[config.mk]
export PLATFORM = sky130hd
export DESIGN_NAME = tape_fsk_writer
export DESIGN_NICKNAME = d
export VERILOG_FILES = /design/src/rtl/tfw_pkg.sv /design/src/rtl/tfw_phase_timer.sv /design/src/rtl/tfw_fetch.sv /design/src/rtl/tfw_sequencer.sv /design/src/rtl/tape_fsk_writer.sv
export SDC_FILE = /design/constraint.sdc
export NUM_CORES = 1
export LEC_CHECK = 0
export CORE_AREA = 2 2 120 122
export DETAILED_ROUTE_END_ITERATION = 7
export DIE_AREA = 0 0 122 124
export GPL_TIMING_DRIVEN = 0
export PLACE_DENSITY_LB_ADDON = 0.08
export SYNTH_ARGS = -nofsm -noshare
export SYNTH_HDL_FRONTEND = slang
export SYNTH_HIERARCHICAL = 1
export SYNTH_SLANG_ARGS = --single-unit
[constraint.sdc]
create_clock -name clk -period 12.6 [get_ports clk]
set_input_delay 2.52 -clock clk [delete_from_list [all_inputs] [get_ports clk]]
set_output_delay 2.52 -clock clk [all_outputs]
set_load 0.005 [all_outputs]
[src/rtl/tfw_pkg.sv]
// Shared types and helpers for the cassette FSK tape writer.
// Assumes nothing beyond standard SystemVerilog.
package tfw_pkg;

    typedef enum logic [1:0] {
        ST_IDLE,
        ST_LEAD,
        ST_MARK,
        ST_DATA
    } tfw_state_e;

    // Larger of two unsigned values, used to size the phase counter.
    function automatic int unsigned max_u(input int unsigned a, input int unsigned b);
        return (a > b) ? a : b;
    endfunction

endpackage

[src/rtl/tfw_phase_timer.sv]
// Phase timer: a load starts a phase of `len` clocks, and `expire` is high in the
// last clock of that phase.
// Assumes len >= 1. A load in the expiring clock starts the next phase without a gap.
module tfw_phase_timer #(
    parameter int CNT_W = 15
) (
    input  logic             clk,
    input  logic             rst_n,
    input  logic             load,
    input  logic [CNT_W-1:0] len,
    output logic             expire
);
    logic [CNT_W-1:0] cnt;
    logic             running;

    assign expire = running && (cnt == '0);

    // Count down the remaining clocks of the current phase.
    always_ff @(posedge clk) begin
        if (!rst_n) begin
            cnt     <= '0;
            running <= 1'b0;
        end else if (load) begin
            cnt     <= len - CNT_W'(1);
            running <= 1'b1;
        end else if (running) begin
            if (cnt == '0) running <= 1'b0;
            else           cnt     <= cnt - CNT_W'(1);
        end
    end
endmodule

[src/rtl/tfw_fetch.sv]
// Byte fetcher: walks the address range and issues one memory read per request.
// It stages the returned byte, together with a flag that says whether it is the last one.
// Assumes the memory has one cycle of read latency, and that requests are at least 2 clocks apart.
module tfw_fetch #(
    parameter int ADDR_W = 16,
    parameter int DATA_W = 8
) (
    input  logic              clk,
    input  logic              rst_n,
    input  logic              init,
    input  logic [ADDR_W-1:0] first_addr,
    input  logic [ADDR_W-1:0] last_addr,
    input  logic              req,
    input  logic [DATA_W-1:0] rd_data,
    output logic              rd_en,
    output logic [ADDR_W-1:0] rd_addr,
    output logic [DATA_W-1:0] nxt_byte,
    output logic              nxt_last
);
    logic [ADDR_W-1:0] walk_addr;
    logic [ADDR_W-1:0] stop_addr;
    logic              pending;
    logic              pend_last;

    assign rd_en   = req;
    assign rd_addr = walk_addr;

    // Latch the range, advance the walk on each read, and capture the returned byte.
    always_ff @(posedge clk) begin
        if (!rst_n) begin
            walk_addr <= '0;
            stop_addr <= '0;
            pending   <= 1'b0;
            pend_last <= 1'b0;
            nxt_byte  <= '0;
            nxt_last  <= 1'b0;
        end else begin
            if (init) begin
                walk_addr <= first_addr;
                stop_addr <= last_addr;
                pending   <= 1'b0;
            end else if (req) begin
                pend_last <= (walk_addr >= stop_addr);
                walk_addr <= walk_addr + ADDR_W'(1);
                pending   <= 1'b1;
            end else if (pending) begin
                nxt_byte  <= rd_data;
                nxt_last  <= pend_last;
                pending   <= 1'b0;
            end
        end
    end
endmodule

[src/rtl/tfw_sequencer.sv]
// Sequencer: steps through leader, start marker and data bits. It picks the length
// of each next phase and asks the fetcher for the following byte during the last bit.
// Assumes every phase length is >= 2 clocks, so a fetched byte is staged before it is needed.
module tfw_sequencer
    import tfw_pkg::*;
#(
    parameter int          DATA_W     = 8,
    parameter int          CNT_W      = 15,
    parameter int unsigned LEADER_CYC = 9804,
    parameter int unsigned LEAD_LONG  = 28250,
    parameter int unsigned LEAD_SHORT = 22750,
    parameter int unsigned MARK_SHORT = 19250,
    parameter int unsigned MARK_NORM  = 22750,
    parameter int unsigned ZERO_PH    = 12500,
    parameter int unsigned ONE_PH     = 25000
) (
    input  logic              clk,
    input  logic              rst_n,
    input  logic              start,
    input  logic              expire,
    input  logic [DATA_W-1:0] nxt_byte,
    input  logic              nxt_last,
    output logic              load,
    output logic [CNT_W-1:0]  len,
    output logic              init,
    output logic              req,
    output logic              busy,
    output logic              done
);
    localparam int LC_W  = (LEADER_CYC > 1) ? $clog2(LEADER_CYC) : 1;
    localparam int BIT_W = (DATA_W > 1) ? $clog2(DATA_W) : 1;
    localparam logic [BIT_W-1:0] LAST_BIT = BIT_W'(DATA_W - 1);
    localparam logic [LC_W-1:0]  LAST_LC  = LC_W'(LEADER_CYC - 1);

    tfw_state_e        st, st_n;
    logic              ph, ph_n;
    logic [LC_W-1:0]   lc, lc_n;
    logic [BIT_W-1:0]  bi, bi_n;
    logic [DATA_W-1:0] sh, sh_n;
    logic              cur_last, last_n;
    logic              done_n;

    // Phase length for one half of a data bit.
    function automatic logic [CNT_W-1:0] bit_len(input logic b);
        return b ? CNT_W'(ONE_PH) : CNT_W'(ZERO_PH);
    endfunction

    assign busy = (st != ST_IDLE);

    // Decide the next step at each phase boundary.
    always_comb begin
        st_n   = st;
        ph_n   = ph;
        lc_n   = lc;
        bi_n   = bi;
        sh_n   = sh;
        last_n = cur_last;
        done_n = 1'b0;
        load   = 1'b0;
        len    = '0;
        init   = 1'b0;
        req    = 1'b0;
        case (st)
            ST_IDLE: begin
                if (start) begin
                    st_n = ST_LEAD;
                    ph_n = 1'b0;
                    lc_n = '0;
                    load = 1'b1;
                    len  = CNT_W'(LEAD_LONG);
                    init = 1'b1;
                end
            end
            ST_LEAD: begin
                if (expire) begin
                    load = 1'b1;
                    if (!ph) begin
                        ph_n = 1'b1;
                        len  = CNT_W'(LEAD_SHORT);
                    end else if (lc == LAST_LC) begin
                        st_n = ST_MARK;
                        ph_n = 1'b0;
                        len  = CNT_W'(MARK_SHORT);
                    end else begin
                        lc_n = lc + LC_W'(1);
                        ph_n = 1'b0;
                        len  = CNT_W'(LEAD_LONG);
                    end
                end
            end
            ST_MARK: begin
                if (expire) begin
                    load = 1'b1;
                    if (!ph) begin
                        ph_n = 1'b1;
                        len  = CNT_W'(MARK_NORM);
                        req  = 1'b1;
                    end else begin
                        st_n   = ST_DATA;
                        ph_n   = 1'b0;
                        bi_n   = '0;
                        sh_n   = nxt_byte;
                        last_n = nxt_last;
                        len    = bit_len(nxt_byte[DATA_W-1]);
                    end
                end
            end
            ST_DATA: begin
                if (expire) begin
                    if (!ph) begin
                        load = 1'b1;
                        ph_n = 1'b1;
                        len  = bit_len(sh[DATA_W-1]);
                        req  = (bi == LAST_BIT) && !cur_last;
                    end else if (bi != LAST_BIT) begin
                        load = 1'b1;
                        ph_n = 1'b0;
                        bi_n = bi + BIT_W'(1);
                        sh_n = {sh[DATA_W-2:0], 1'b0};
                        len  = bit_len(sh[DATA_W-2]);
                    end else if (!cur_last) begin
                        load   = 1'b1;
                        ph_n   = 1'b0;
                        bi_n   = '0;
                        sh_n   = nxt_byte;
                        last_n = nxt_last;
                        len    = bit_len(nxt_byte[DATA_W-1]);
                    end else begin
                        st_n   = ST_IDLE;
                        done_n = 1'b1;
                    end
                end
            end
            default: st_n = ST_IDLE;
        endcase
    end

    // Register the sequencing state.
    always_ff @(posedge clk) begin
        if (!rst_n) begin
            st       <= ST_IDLE;
            ph       <= 1'b0;
            lc       <= '0;
            bi       <= '0;
            sh       <= '0;
            cur_last <= 1'b0;
            done     <= 1'b0;
        end else begin
            st       <= st_n;
            ph       <= ph_n;
            lc       <= lc_n;
            bi       <= bi_n;
            sh       <= sh_n;
            cur_last <= last_n;
            done     <= done_n;
        end
    end
endmodule

[src/rtl/tape_fsk_writer.sv]
// Cassette FSK tape writer top. It ties the sequencer, phase timer and byte fetcher
// together and owns the toggle-only tape flop.
// Assumes a synchronous memory with one cycle of read latency, and phase lengths >= 2 clocks.
module tape_fsk_writer
    import tfw_pkg::*;
#(
    parameter int          ADDR_W     = 16,
    parameter int          DATA_W     = 8,
    parameter int unsigned LEADER_CYC = 9804,
    parameter int unsigned LEAD_LONG  = 28250,
    parameter int unsigned LEAD_SHORT = 22750,
    parameter int unsigned MARK_SHORT = 19250,
    parameter int unsigned MARK_NORM  = 22750,
    parameter int unsigned ZERO_PH    = 12500,
    parameter int unsigned ONE_PH     = 25000
) (
    input  logic              clk,
    input  logic              rst_n,
    input  logic              start,
    input  logic [ADDR_W-1:0] start_addr,
    input  logic [ADDR_W-1:0] end_addr,
    output logic              rd_en,
    output logic [ADDR_W-1:0] rd_addr,
    input  logic [DATA_W-1:0] rd_data,
    output logic              busy,
    output logic              done,
    output logic              tape_out
);
    localparam int unsigned MAX_PH = max_u(max_u(max_u(LEAD_LONG, LEAD_SHORT),
                                                 max_u(MARK_SHORT, MARK_NORM)),
                                           max_u(ZERO_PH, ONE_PH));
    localparam int CNT_W = $clog2(MAX_PH + 1);

    logic              load, expire, init, req, nxt_last;
    logic [CNT_W-1:0]  len;
    logic [DATA_W-1:0] nxt_byte;

    tfw_sequencer #(
        .DATA_W(DATA_W), .CNT_W(CNT_W), .LEADER_CYC(LEADER_CYC),
        .LEAD_LONG(LEAD_LONG), .LEAD_SHORT(LEAD_SHORT),
        .MARK_SHORT(MARK_SHORT), .MARK_NORM(MARK_NORM),
        .ZERO_PH(ZERO_PH), .ONE_PH(ONE_PH)
    ) u_seq (
        .clk(clk), .rst_n(rst_n), .start(start), .expire(expire),
        .nxt_byte(nxt_byte), .nxt_last(nxt_last),
        .load(load), .len(len), .init(init), .req(req),
        .busy(busy), .done(done)
    );

    tfw_phase_timer #(.CNT_W(CNT_W)) u_timer (
        .clk(clk), .rst_n(rst_n), .load(load), .len(len), .expire(expire)
    );

    tfw_fetch #(.ADDR_W(ADDR_W), .DATA_W(DATA_W)) u_fetch (
        .clk(clk), .rst_n(rst_n), .init(init),
        .first_addr(start_addr), .last_addr(end_addr),
        .req(req), .rd_data(rd_data), .rd_en(rd_en), .rd_addr(rd_addr),
        .nxt_byte(nxt_byte), .nxt_last(nxt_last)
    );

    // Flip the tape line at every phase boundary.
    always_ff @(posedge clk) begin
        if (!rst_n)      tape_out <= 1'b0;
        else if (expire) tape_out <= ~tape_out;
    end
endmodule

==> flow_summary_export.csv <==
group,metric,value,unit
status,outcome,"complete, no violations",
cts,post_cts_resize_count,0,
layout,num-fill-cells,1336,
power_and_ir_drop,intPower,0.733,mW
worst_setup_path,worst_setup_path_type,"input pin to flop",
yosys,post_synthesis_sequential_area_ratio,0.329,
drt,route.detailed.vias_per_inst,5.45,
worst_setup_path,worst_path_most_repeated_cell,"sky130_fd_sc_hd__clkbuf_1",
yosys,synth.cell_area,5470,um2
cts,tritoncts.num_buffers,9,
worst_setup_path,critPathRequiredTime,12.85,ns
global_route,grt_pass1_wl,23.1,mm
drt,drt_first_pass_iters,5,
die,floorplan.die.width,122,um
cts,clock_tree.htree_level_count,3,
drt,antenna_violating_nets_post_route,0,
die,die-area,15100,um2
die,design.core.area,13700,um2
global_route,number_of_global_route_vias_before_repair,4773,
yosys,synth.largest_area_cell,"sky130_fd_sc_hd__dfxtp_1",
drt,routed-via-count,4900,
worst_setup_path,worst_path_dominant_cell_family,"buffers and inverters",
global_route,overflow,0,
yosys,post_synth_inst_count,641,
worst_setup_path,timing.critical_path.from_type,"input pin",
sta,final_period_utilization,0.478,
power_and_ir_drop,vdd.ir_drop.worst,71.2,uV
place,place_congestion,0.852,
yosys,synth_top_flop_cell,"sky130_fd_sc_hd__dfxtp_1",
yosys,yosys_warnings,6,
yosys,postSynthNetCount,709,
power_and_ir_drop,cellLeakagePower,2.48,nW
drt,m1WireLength,6.35,mm
drt,routed_wl_met2,6.45,mm
power_and_ir_drop,sw_frac_of_total,0.392,
yosys,synth.lib_cells_used.distinct,73,
cts,post_cts_setup_repair_buffer_count,0,
worst_setup_path,slowest_stage_cell_crit_path,"sky130_fd_sc_hd__clkdlybuf4s50_1",
sta,setup_viol,0,
cts,insertion_delay,0.35,ns
power_and_ir_drop,power.net_switching,0.473,mW
drt,first_iteration_detailed_routing_drc_count,329,
power_and_ir_drop,pwr-share-seq,0.317,
drt,wire_per_inst,15.3,um
sta,rsz_0062_raised_after_global_routing,"false",
worst_setup_path,critical_path_arrival,6.27,ns
yosys,asyncSetResetFlopFracSynth,0,
worst_setup_path,crit_chain,"clkdlybuf4s50_1 -> nor2b_1 -> clkbuf_1 -> a21oi_1 -> buf_4 -> buf_2 -> clkbuf_1 -> mux2i_1 -> ha_1 -> o211ai_2 -> a2111oi_2 -> nand2b_1 -> xnor2_1 -> o211a_1",
power_and_ir_drop,clkPwrFrac,0.234,
worst_setup_path,worstPathMaxFanout,10,
power_and_ir_drop,cellPowerDensity,182,nW/um2
power_and_ir_drop,power.combinational.fraction,0.448,
die,initial_utilization,0.399,
layout,post-route-util,0.483,
worst_hold_path,hold_path_class,"flop to flop",
cts,clock_pin_slew_worst_setup_and_hold_paths,0.06,ns
die,die_h,124,um
sta,fin_crit,6.03,ns
die,io-pin-count,63,
layout,post_route_cells_drive_above_1_share,0.0682,
layout,antenna_cells,0,
sta,achievable-frequency,0.166,GHz
sta,fin_tns_setup,0,ns
global_route,grt_max_degree,15,
cts,tritoncts_clock_tree,"done",
place,port-buffer-count,62,
job,cap_violations,0,
die,std_cell_rows,43,
worst_setup_path,setup.worst_path.end_class,"flop",
drt,met3_wirelength,657,um
global_route,grt_antenna_before_repair,0,
place,detailedPlace.worstSlack,6.19,ns
cts,cts_root_buffer,"sky130_fd_sc_hd__clkbuf_16",
sta,slew_violations,0,
yosys,synth-edff-count,0,
sta,max_clock_skew,0.00753,ns
cts,cts_sinks,90,
drt,route.final.wire_length,13.7,mm
sta,timing.final.hold_violations,0,
sta,tightest_slew,0.880,ns
yosys,syn_avg_cell_area,8.53,um2
cts,cts.path.max_buffers,2,
worst_setup_path,worst_path_largest_cell_delay,0.50,ns
layout,finish.net_count,782,
place,place.detailed.hpwl,10.1,mm
sta,max-slew-margin-rel,0.408,
sta,layout_setup_ws,6.57,ns
drt,drcViolationCount,0,
worst_setup_path,crit_buf_inv,5,
drt,routed.top_layer,"met4",
yosys,synth_area_leaders,"sky130_fd_sc_hd__dfxtp_1, sky130_fd_sc_hd__mux2i_1, sky130_fd_sc_hd__ha_1",
cts,ctsHoldBuffers,0,
global_route,grt_use_total,0.193,
yosys,yosys_register_bits,90,
layout,areaGrowthSynthToFinish,21.2,%
yosys,netlist.area_leader.share,0.329,
## state kept, by name, summed over array words and instances (netlist names), 2 cells and up
signal and flops:
u_seq/lc 14, u_seq/bi 3, u_fetch/stop_addr 16, u_fetch/nxt_byte 8, u_seq/sh 8, u_fetch/rd_addr 16, u_seq/st 2, u_timer/cnt 15
## per-stage QoR
stage	instance area (um2)	hold WS (ns)	instances	total power [mW]
2_1_floorplan	5470	0.431	641	0.775
3_3_place_gp	6310	0.453	883	0.918
3_5_place_dp	6310	0.462	883	0.926
4_1_cts	6620	0.477	899	1.21
5_1_grt	6630	0.522	899	1.29
6_report	6630	0.475	899	1.21
## layer usage
metal  track usage  up-vias
met5             0        -
li1              -     2461
met1         0.242     2289
met4        0.0862        0
met3        0.0403       23
met2         0.319      127
## worst reg2reg max path, cell delays in order (launching register included)
cell and delay (ns):
sky130_fd_sc_hd__dfxtp_1 0.37, sky130_fd_sc_hd__nor4_1 0.52, sky130_fd_sc_hd__nand2_1 0.16, sky130_fd_sc_hd__nor3_1 0.37, sky130_fd_sc_hd__clkbuf_1 0.33, sky130_fd_sc_hd__clkbuf_1 0.34
sky130_fd_sc_hd__a21oi_1 0.13, sky130_fd_sc_hd__a21oi_1 0.38, sky130_fd_sc_hd__buf_4 0.27, sky130_fd_sc_hd__buf_2 0.27, sky130_fd_sc_hd__clkbuf_1 0.41, sky130_fd_sc_hd__mux2i_1 0.24
sky130_fd_sc_hd__ha_1 0.25, sky130_fd_sc_hd__o211ai_2 0.20, sky130_fd_sc_hd__a2111oi_2 0.42, sky130_fd_sc_hd__nand2b_1 0.13, sky130_fd_sc_hd__xnor2_1 0.14, sky130_fd_sc_hd__o211a_1 0.21
## area by class of cell
class                           instances  area [um2]  area share
Clock buffer                           12         256      0.0387
Buffer                                 41         189      0.0285
Timing Repair Buffer                   62         621      0.0936
Tap cell                              180         225      0.0340
Sequential cell                        90        1800       0.272
Clock inverter                          4        50.0     0.00755
Multi-Input combinational cell        475        3350       0.506
Inverter                               35         131      0.0198
## cell usage after synthesis, types with 5 or more instances
| cell type | count |
|---|---|
| sky130_fd_sc_hd__dfxtp_1 | 90 |
| sky130_fd_sc_hd__mux2i_1 | 48 |
| sky130_fd_sc_hd__nand2_1 | 40 |
| sky130_fd_sc_hd__a21oi_1 | 37 |
| sky130_fd_sc_hd__nor2_1 | 35 |
| sky130_fd_sc_hd__inv_1 | 33 |
| sky130_fd_sc_hd__nor2b_1 | 31 |
| sky130_fd_sc_hd__o21ai_0 | 30 |
| sky130_fd_sc_hd__clkbuf_1 | 26 |
| sky130_fd_sc_hd__ha_1 | 25 |
| sky130_fd_sc_hd__xnor2_1 | 23 |
| sky130_fd_sc_hd__nand2b_1 | 16 |
| sky130_fd_sc_hd__nor3_1 | 15 |
| sky130_fd_sc_hd__nand4_1 | 14 |
| sky130_fd_sc_hd__a31oi_1 | 12 |
| sky130_fd_sc_hd__nand3_1 | 12 |
| sky130_fd_sc_hd__and2_1 | 10 |
| sky130_fd_sc_hd__a211oi_1 | 9 |
| sky130_fd_sc_hd__xor2_1 | 9 |
| sky130_fd_sc_hd__nor4_1 | 8 |
| sky130_fd_sc_hd__o311ai_0 | 8 |
| sky130_fd_sc_hd__buf_4 | 7 |
| sky130_fd_sc_hd__o211a_1 | 7 |
| sky130_fd_sc_hd__and3_1 | 6 |
| sky130_fd_sc_hd__and4_1 | 6 |
| sky130_fd_sc_hd__buf_2 | 6 |
| sky130_fd_sc_hd__nand3b_1 | 6 |
| sky130_fd_sc_hd__o21a_1 | 5 |
| sky130_fd_sc_hd__or4_1 | 5 |
## cell families after synthesis
logic type / share of synthesized area
simple gates: 0.235
xor+xnor: 0.0512
mux: 0.0927
compound gates: 0.175
buf+inv: 0.0586
flops: 0.329
other cells: 0.000686
fa+ha+maj: 0.0572
## worst paths after layout
check	from	slack, ns	endpoint	depth (start not counted)
setup / recovery	start	6.57	u_timer/cnt[8]	14
hold / removal	u_seq/lc[12]	0.48	u_seq/lc[12]	1
setup reg to reg	u_timer/cnt[7]	7.35	u_timer/cnt[8]	17
hold reg to reg	u_seq/lc[12]	0.48	u_seq/lc[12]	1
## layout by cell type, fill, tap and decap left out, types with 8 or more instances in the layout
master                            count
sky130_fd_sc_hd__a31oi_1             12
sky130_fd_sc_hd__clkbuf_1            27
sky130_fd_sc_hd__clkbuf_16            9
sky130_fd_sc_hd__and2_1              10
sky130_fd_sc_hd__a21oi_1             37
sky130_fd_sc_hd__dfxtp_1             90
sky130_fd_sc_hd__o311ai_0             8
sky130_fd_sc_hd__nor3_1              15
sky130_fd_sc_hd__ha_1                25
sky130_fd_sc_hd__nor2_1              35
sky130_fd_sc_hd__nand2b_1            16
sky130_fd_sc_hd__nand2_1             40
sky130_fd_sc_hd__a211oi_1             9
sky130_fd_sc_hd__nand3_1             12
sky130_fd_sc_hd__inv_1               33
sky130_fd_sc_hd__xor2_1               9
sky130_fd_sc_hd__nand4_1             14
sky130_fd_sc_hd__o21ai_0             30
sky130_fd_sc_hd__mux2i_1             48
sky130_fd_sc_hd__xnor2_1             23
sky130_fd_sc_hd__nor2b_1             31
sky130_fd_sc_hd__clkdlybuf4s50_1     62
## power groups by stage
stage | Clock (mW) | Combinational (mW) | Sequential (mW)
after CTS | 0.290 | 0.540 | 0.383
after detailed placement | 0 | 0.537 | 0.388
final | 0.283 | 0.541 | 0.383
after floorplan | 0 | 0.401 | 0.374
after global placement | 0 | 0.530 | 0.388
after global routing | 0.304 | 0.599 | 0.390
Note: power is estimated with default switching activity, not from simulation.
